$ cat src/rtl/pfx_pkg.sv
package pfx_pkg;

  typedef enum logic [1:0] {PK_IDLE, PK_PICK, PK_DATA} pk_state_e;

  // bytes a packet of size psz carries from a message with rem bytes left
  function automatic int f_take(input int rem, input int psz);
    return (rem < psz) ? rem : psz;
  endfunction

  // the packet holding the final byte
  function automatic bit f_fits(input int rem, input int psz);
    return rem <= psz;
  endfunction

  // a zero packet size is read as one byte
  function automatic int f_psz(input int cfg);
    return (cfg == 0) ? 1 : cfg;
  endfunction

endpackage

$ cat src/rtl/pfx_packer.sv
module pfx_packer
  import pfx_pkg::*;
#(
  parameter int NUM_IDS = 4,
  parameter int ID_W    = 2,
  parameter int LEN_W   = 6,
  parameter int PSZ_W   = 4,
  parameter int SLOT_W  = 4,
  parameter int IDX_W   = 4
) (
  input  logic              clk,
  input  logic              rst_n,
  input  logic [PSZ_W-1:0]  cfg_pkt_bytes,
  input  logic [SLOT_W-1:0] cfg_slot_pkts,
  input  logic              slot_start,
  input  logic              post_valid,
  input  logic [ID_W-1:0]   post_id,
  input  logic [LEN_W-1:0]  post_len,
  output logic [ID_W-1:0]   rd_id,
  output logic [LEN_W-1:0]  rd_off,
  input  logic [7:0]        rd_byte,
  output logic              tx_busy,
  output logic              tx_hdr_valid,
  output logic [ID_W-1:0]   tx_hdr_id,
  output logic [IDX_W-1:0]  tx_hdr_idx,
  output logic              tx_hdr_last,
  output logic [LEN_W-1:0]  tx_hdr_len,
  output logic              tx_byte_valid,
  output logic [7:0]        tx_byte
);

  pk_state_e          state;
  logic [LEN_W-1:0]   e_len [NUM_IDS];
  logic [LEN_W-1:0]   e_off [NUM_IDS];
  logic [IDX_W-1:0]   e_idx [NUM_IDS];
  logic [NUM_IDS-1:0] e_pend;
  logic [PSZ_W-1:0]   psz_q;
  logic [SLOT_W-1:0]  left_q;
  logic [ID_W-1:0]    cur_id;
  logic [PSZ_W-1:0]   byte_cnt;

  logic               any_pend;
  logic [ID_W-1:0]    sel_id;
  logic [LEN_W-1:0]   rem_sel;
  logic [LEN_W-1:0]   rem_cur;
  logic               post_take;
  logic               pkt_end;
  logic               in_msg;

  always_comb begin
    any_pend = 1'b0;
    sel_id   = '0;
    for (int i = NUM_IDS - 1; i >= 0; i--) begin
      if (e_pend[i]) begin
        any_pend = 1'b1;
        sel_id   = ID_W'(i);
      end
    end
  end

  assign rem_sel   = e_len[sel_id] - e_off[sel_id];
  assign rem_cur   = e_len[cur_id] - e_off[cur_id];
  assign post_take = post_valid && !e_pend[post_id] && (post_len != '0);
  assign pkt_end   = (state == PK_DATA) && (byte_cnt == psz_q - PSZ_W'(1));
  assign in_msg    = LEN_W'(byte_cnt) < rem_cur;

  assign tx_busy      = (state != PK_IDLE);
  assign tx_hdr_valid = (state == PK_PICK) && any_pend && (left_q != '0);
  assign tx_hdr_id    = sel_id;
  assign tx_hdr_idx   = e_idx[sel_id];
  assign tx_hdr_last  = f_fits(int'(rem_sel), int'(psz_q));
  assign tx_hdr_len   = e_len[sel_id];

  assign rd_id         = cur_id;
  assign rd_off        = e_off[cur_id] + LEN_W'(byte_cnt);
  assign tx_byte_valid = (state == PK_DATA);
  assign tx_byte       = (tx_byte_valid && in_msg) ? rd_byte : 8'h00;

  always_ff @(posedge clk) begin
    if (!rst_n) begin
      state    <= PK_IDLE;
      psz_q    <= PSZ_W'(1);
      left_q   <= '0;
      cur_id   <= '0;
      byte_cnt <= '0;
      e_pend   <= '0;
      for (int i = 0; i < NUM_IDS; i++) begin
        e_len[i] <= '0;
        e_off[i] <= '0;
        e_idx[i] <= '0;
      end
    end else begin
      case (state)
        PK_IDLE: begin
          if (slot_start) begin
            psz_q  <= PSZ_W'(f_psz(int'(cfg_pkt_bytes)));
            left_q <= cfg_slot_pkts;
            state  <= PK_PICK;
          end
        end
        PK_PICK: begin
          if (tx_hdr_valid) begin
            cur_id   <= sel_id;
            byte_cnt <= '0;
            state    <= PK_DATA;
          end else begin
            state <= PK_IDLE;
          end
        end
        PK_DATA: begin
          byte_cnt <= byte_cnt + PSZ_W'(1);
          if (pkt_end) begin
            e_off[cur_id] <= e_off[cur_id]
                             + LEN_W'(f_take(int'(rem_cur), int'(psz_q)));
            e_idx[cur_id] <= e_idx[cur_id] + IDX_W'(1);
            if (f_fits(int'(rem_cur), int'(psz_q))) e_pend[cur_id] <= 1'b0;
            left_q <= left_q - SLOT_W'(1);
            state  <= PK_PICK;
          end
        end
        default: state <= PK_IDLE;
      endcase
      // a free entry is never the one being sent, so this cannot collide
      if (post_take) begin
        e_len[post_id]  <= post_len;
        e_off[post_id]  <= '0;
        e_idx[post_id]  <= '0;
        e_pend[post_id] <= 1'b1;
      end
    end
  end

endmodule

$ cat src/rtl/pfx_reasm.sv
module pfx_reasm
  import pfx_pkg::*;
#(
  parameter int NUM_IDS = 4,
  parameter int ID_W    = 2,
  parameter int LEN_W   = 6,
  parameter int PSZ_W   = 4,
  parameter int IDX_W   = 4
) (
  input  logic             clk,
  input  logic             rst_n,
  input  logic [PSZ_W-1:0] cfg_pkt_bytes,
  input  logic             rx_hdr_valid,
  input  logic [ID_W-1:0]  rx_hdr_id,
  input  logic [IDX_W-1:0] rx_hdr_idx,
  input  logic             rx_hdr_last,
  input  logic [LEN_W-1:0] rx_hdr_len,
  input  logic             rx_byte_valid,
  input  logic [7:0]       rx_byte,
  output logic             out_valid,
  output logic [ID_W-1:0]  out_id,
  output logic [7:0]       out_byte,
  output logic             done_valid,
  output logic [ID_W-1:0]  done_id,
  output logic [LEN_W-1:0] done_len,
  output logic             rx_drop
);

  logic [NUM_IDS-1:0] act;
  logic [IDX_W-1:0]   exp_idx [NUM_IDS];
  logic [LEN_W-1:0]   got     [NUM_IDS];
  logic [LEN_W-1:0]   mlen    [NUM_IDS];
  logic [ID_W-1:0]    cur_id;
  logic               cur_ok;
  logic               cur_last;
  logic [PSZ_W-1:0]   cnt;
  logic [PSZ_W-1:0]   psz_q;

  logic               hdr_start;
  logic               hdr_cont;
  logic               hdr_ok;
  logic               keep;
  logic               end_pkt;
  logic [LEN_W-1:0]   got_next;

  assign hdr_start = !act[rx_hdr_id] && (rx_hdr_idx == '0);
  assign hdr_cont  = act[rx_hdr_id] && (rx_hdr_idx == exp_idx[rx_hdr_id]);
  assign hdr_ok    = hdr_start || hdr_cont;
  assign rx_drop   = rx_hdr_valid && !hdr_ok;

  assign keep     = rx_byte_valid && cur_ok && (got[cur_id] < mlen[cur_id]);
  assign got_next = got[cur_id] + LEN_W'(keep);
  assign end_pkt  = rx_byte_valid && cur_ok && (cnt == psz_q - PSZ_W'(1));

  assign out_valid  = keep;
  assign out_id     = cur_id;
  assign out_byte   = rx_byte;
  assign done_valid = end_pkt && cur_last && (got_next == mlen[cur_id]);
  assign done_id    = cur_id;
  assign done_len   = mlen[cur_id];

  always_ff @(posedge clk) begin
    if (!rst_n) begin
      act      <= '0;
      cur_id   <= '0;
      cur_ok   <= 1'b0;
      cur_last <= 1'b0;
      cnt      <= '0;
      psz_q    <= PSZ_W'(1);
      for (int i = 0; i < NUM_IDS; i++) begin
        exp_idx[i] <= '0;
        got[i]     <= '0;
        mlen[i]    <= '0;
      end
    end else if (rx_hdr_valid) begin
      cur_id   <= rx_hdr_id;
      cur_ok   <= hdr_ok;
      cur_last <= rx_hdr_last;
      cnt      <= '0;
      psz_q    <= PSZ_W'(f_psz(int'(cfg_pkt_bytes)));
      if (hdr_start) begin
        act[rx_hdr_id]     <= 1'b1;
        exp_idx[rx_hdr_id] <= '0;
        got[rx_hdr_id]     <= '0;
        mlen[rx_hdr_id]    <= rx_hdr_len;
      end else if (!hdr_ok) begin
        act[rx_hdr_id] <= 1'b0;
      end
    end else if (rx_byte_valid) begin
      cnt         <= cnt + PSZ_W'(1);
      got[cur_id] <= got_next;
      if (end_pkt) begin
        cur_ok <= 1'b0;
        if (cur_last) act[cur_id] <= 1'b0;
        else          exp_idx[cur_id] <= exp_idx[cur_id] + IDX_W'(1);
      end
    end
  end

endmodule

$ cat src/rtl/pkt_frame_xfer.sv
module pkt_frame_xfer #(
  parameter int NUM_IDS = 4,
  parameter int ID_W    = $clog2(NUM_IDS),
  parameter int LEN_W   = 6,
  parameter int PSZ_W   = 4,
  parameter int SLOT_W  = 4,
  parameter int IDX_W   = 4
) (
  input  logic              clk,
  input  logic              rst_n,
  input  logic [PSZ_W-1:0]  cfg_pkt_bytes,
  input  logic [SLOT_W-1:0] cfg_slot_pkts,
  input  logic              slot_start,
  input  logic              post_valid,
  input  logic [ID_W-1:0]   post_id,
  input  logic [LEN_W-1:0]  post_len,
  output logic [ID_W-1:0]   rd_id,
  output logic [LEN_W-1:0]  rd_off,
  input  logic [7:0]        rd_byte,
  output logic              tx_busy,
  output logic              tx_hdr_valid,
  output logic [ID_W-1:0]   tx_hdr_id,
  output logic [IDX_W-1:0]  tx_hdr_idx,
  output logic              tx_hdr_last,
  output logic [LEN_W-1:0]  tx_hdr_len,
  output logic              tx_byte_valid,
  output logic [7:0]        tx_byte,
  input  logic              rx_hdr_valid,
  input  logic [ID_W-1:0]   rx_hdr_id,
  input  logic [IDX_W-1:0]  rx_hdr_idx,
  input  logic              rx_hdr_last,
  input  logic [LEN_W-1:0]  rx_hdr_len,
  input  logic              rx_byte_valid,
  input  logic [7:0]        rx_byte,
  output logic              out_valid,
  output logic [ID_W-1:0]   out_id,
  output logic [7:0]        out_byte,
  output logic              done_valid,
  output logic [ID_W-1:0]   done_id,
  output logic [LEN_W-1:0]  done_len,
  output logic              rx_drop
);

  pfx_packer #(
    .NUM_IDS(NUM_IDS), .ID_W(ID_W), .LEN_W(LEN_W),
    .PSZ_W(PSZ_W), .SLOT_W(SLOT_W), .IDX_W(IDX_W)
  ) packer_i (
    .clk, .rst_n, .cfg_pkt_bytes, .cfg_slot_pkts, .slot_start,
    .post_valid, .post_id, .post_len, .rd_id, .rd_off, .rd_byte,
    .tx_busy, .tx_hdr_valid, .tx_hdr_id, .tx_hdr_idx, .tx_hdr_last,
    .tx_hdr_len, .tx_byte_valid, .tx_byte
  );

  pfx_reasm #(
    .NUM_IDS(NUM_IDS), .ID_W(ID_W), .LEN_W(LEN_W),
    .PSZ_W(PSZ_W), .IDX_W(IDX_W)
  ) reasm_i (
    .clk, .rst_n, .cfg_pkt_bytes, .rx_hdr_valid, .rx_hdr_id, .rx_hdr_idx,
    .rx_hdr_last, .rx_hdr_len, .rx_byte_valid, .rx_byte,
    .out_valid, .out_id, .out_byte, .done_valid, .done_id, .done_len, .rx_drop
  );

endmodule

$ cat config.mk
export PLATFORM = sky130hd
export DESIGN_NAME = pkt_frame_xfer
export DESIGN_NICKNAME = d
export VERILOG_FILES = /design/src/rtl/pfx_pkg.sv /design/src/rtl/pfx_packer.sv /design/src/rtl/pfx_reasm.sv /design/src/rtl/pkt_frame_xfer.sv
export SDC_FILE = /design/constraint.sdc
export NUM_CORES = 1
export LEC_CHECK = 0
export BUFFER_PORTS_ARGS = -buffer_cell sky130_fd_sc_hd__clkbuf_2
export CAP_MARGIN = 10
export CORE_MARGIN = 4
export CORE_UTILIZATION = 52
export DETAILED_ROUTE_END_ITERATION = 8
export GPL_TIMING_DRIVEN = 0
export PLACE_DENSITY = 0.75
export SLEW_MARGIN = 10
export SYNTH_ARGS = -nofsm -noshare
export SYNTH_HDL_FRONTEND = slang
export SYNTH_SLANG_ARGS = --single-unit
$ cat constraint.sdc
create_clock -name clk -period 4.3 [get_ports clk]
set_clock_uncertainty 0.05 [all_clocks]
set_input_delay 0.43 -clock clk [delete_from_list [all_inputs] [get_ports clk]]
set_output_delay 0.43 -clock clk [all_outputs]
set_load 0.05 [all_outputs]
==> results.toml <==
[cts]
cts_hold_buf = 0
clk_pin_slew_ns = 0.07
cts-root-buf = "clkbuf_16"
cts_max_level = 4
cts.sinks = 168
clock_tree.buffer_depth = 2
cts_tree = "built"
clock_latency_ns = 0.43
cts_inserted_buffers = 17

[sta]
setup_viol_count_final = 25
fmax_mhz = 214
fin_ws_ns = -0.369
hold_violations = 0
relSlewSlack_pct = 27.2
worst_pin_slew_ns = 1.08
finalMaxSlewViolations = 0
period_share_pct = 109
rsz0062_at_grt = "true"
tns_ns = -4.98
fin_crit_ns = 4.67

[worst_setup_path]
worst_setup_path_end_kind = "flop"
rr_endpoint = "packer_i.e_off[2][4]"
crit_required_ns = 4.60
start_kind = "flop"
ff2ff_setup_slack_ns = -0.37
arrival_ns = 4.97
reg2reg_depth = 22
critPathMaxFanout = 7
crit_type = "flop to flop"

[routing]
postRouteWirelength_um = 26500
detail-route-antenna-nets = 0
drc_errors = 0
wl_met3_um = 1970
route.vias.total = 7775
wl_met2_um = 13000
dr.pass1.iters = 5
met1_length_um = 10900
drt_iter0_drc = 724
maxUsedRoutingLayer = "met4"
routedWlPerCell_um = 20.3
viasPerCell = 5.94

[grt]
grt_pass1_wl_um = 40700
antenna_found_initial = 0
first_global_vias = 7715
grt_max_degree = 17
overflow = 0
grt_usage_pct = 25.5

[floorplanning]
start_util_pct = 53.4
rows = 49
die-area_mm2 = 0.0209
die_w_um = 145
die_h_um = 145
ios = 104
core_mm2 = 0.0181

[synth]
synth_area_leaders = "edfxtp_1 27%, dfxtp_1 17%, mux4_2 12%"
synth_top_area_share_pct = 27.3
netlist_instances = 919
ys_types = 67
yosysTopAreaCell = "edfxtp_1"
synth-edff-count = 88
ys_seq_elements = 168
async_reset_ff_share_pct = 0
ys.flop_type = "edfxtp_1"
synthesis.area_mm2 = 0.00969
seq_area_frac_synth_pct = 43.8
ys.warnings.count = 0
synth_common_cells = "120 x nor2_1, 88 x edfxtp_1, 80 x dfxtp_1, 76 x nand2_1, 64 x inv_1"
syn_area_per_cell_um2 = 10.5
yosysMostFrequentCell = "nor2_1"
synth_nets = 1019

[min_path]
worstHoldPathCells = 3
hold_start = "rx_hdr_last"
hold_path_class = "input port to flop"
hold-path-endpoint = "reasm_i.cur_last"

[power_and_ir_drop]
totalPowerFinal_mw = 4.24
cellPowerDensity_mw_per_mm2 = 355
p_leak_nw = 4.77
peakVddDrop_v = 0.000338

[placed_design]
portBuffers = 90
dp_hpwl_um = 18200
gp_congestion = 0.868

[status]
outcome = "complete, but fails checks"
violations = "setup timing"

[cells_and_area]
nets = 1168
area_growth_pct = 23.2
drive_gt1_share_pct = 29.3
post-route-util_pct = 65.8
diodes = 0

[run]
max_cap_viol_count = 0
kinds of logic (layout without fill, tap and decap cells):
group	after synthesis	count (layout)	share of synthesized area (%)
muxes	80	80	14.8
xor gates and xnor gates	48	48	4.34
buffers and inverters	113	274	5.06
AOI/OAI and AO/OA	131	131	8.88
adders and majority gates	49	49	6.63
other	1	1	0.0387
and+or+nand+nor	329	329	16.5
DFF	168	168	43.8
power by group:
part / total (mW) / internal [mW] / switching, mW
Sequential: 1.78 / 1.74 / 0.0347
Clock: 1.64 / 0.976 / 0.667
Combinational: 0.817 / 0.318 / 0.499
Total: 4.24 / 3.04 / 1.20
cells in the final DEF, fill, tap and decap left out, drive strengths merged, types with 43 or more instances in the layout:
master	n
a21oi	43
inv	67
nor2	120
nand2	76
buf	75
dfxtp	80
clkbuf	121
mux4	50
edfxtp	88
ha	45
metrics by stage:
stage / hold slack (ns) / instance area (µm²) / worst slack (ns) / instances
final: 0.216 / 11900 / -0.369 / 1309
after global routing: 0.250 / 11900 / -0.524 / 1309
after CTS: 0.205 / 11700 / -0.272 / 1289
after detailed placement: 0.410 / 10600 / -0.764 / 1238
after global placement: 0.399 / 10600 / -0.719 / 1238
after floorplan: 0.388 / 9820 / -0.207 / 919
registers in the layout, indices dropped and copies added, names as in the netlist, 4 cells and up, named ones only:
signal and cells:
packer_i.e_pend 4, packer_i.psz_q 4, reasm_i.got 24, packer_i.e_off 24
packer_i.byte_cnt 4, packer_i.e_idx 16, reasm_i.cnt 4, packer_i.e_len 24
reasm_i.psz_q 4, reasm_i.exp_idx 16, reasm_i.mlen 24, packer_i.left_q 4
per-layer routing:
layer / track usage (%) / up-vias
li1: - / 3580
met1: 33.7 / 3796
met2: 42.5 / 339
met3: 4.79 / 60
met4: 8.93 / 0
met5: 0 / -
how the worst max path moves through the flow:
| stage | startpoint | end | slack (ns) | depth (start not counted) |
|---|---|---|---|---|
| 6_report | flop | packer_i.e_off[2][4] | -0.37 | 22 |
| 3_3_place_gp | flop | packer_i.e_off[3][2] | -0.72 | 18 |
| 4_1_cts | flop | packer_i.e_off[2][4] | -0.27 | 23 |
| 3_5_place_dp | flop | packer_i.e_off[2][2] | -0.76 | 18 |
| 2_1_floorplan | flop | packer_i.e_off[3][4] | -0.21 | 22 |
| 5_1_grt | flop | packer_i.e_off[2][4] | -0.52 | 22 |
area by class of cell:
type | count | area, µm²
fill | 1342 | 6210
tap | 229 | 287
inverter | 64 | 244
clock inverter | 14 | 196
buffer | 46 | 302
multi-input combinational | 638 | 5330
sequential | 168 | 4260
clock buffer | 17 | 425
timing repair buffer | 133 | 897
worst max-delay path: stages, from the launching register on:
cell      delay (ns)
dfxtp_2         0.33
buf_8           0.13
mux4_2          0.55
inv_2           0.10
ha_4            0.12
inv_2           0.03
fa_2            0.60
ha_4            0.22
nor2b_4         0.12
o21ai_2         0.10
nand2b_1        0.08
a21o_1          0.20
a211oi_4        0.33
mux2i_1         0.24
ha_2            0.21
inv_2           0.04
fa_2            0.35
inv_1           0.07
a21o_1          0.12
a21oi_2         0.07
xnor2_2         0.28
nand2_1         0.08
a21oi_1         0.15
what timing repair did:
item | in CTS | in global routing
resized for setup | 79 | 37
pin swaps | 35 | 32
setup buffers | 21 | 21
endpoints found under the setup margin | 34 | 30
No activity file was read; power rests on OpenSTA's default activity.
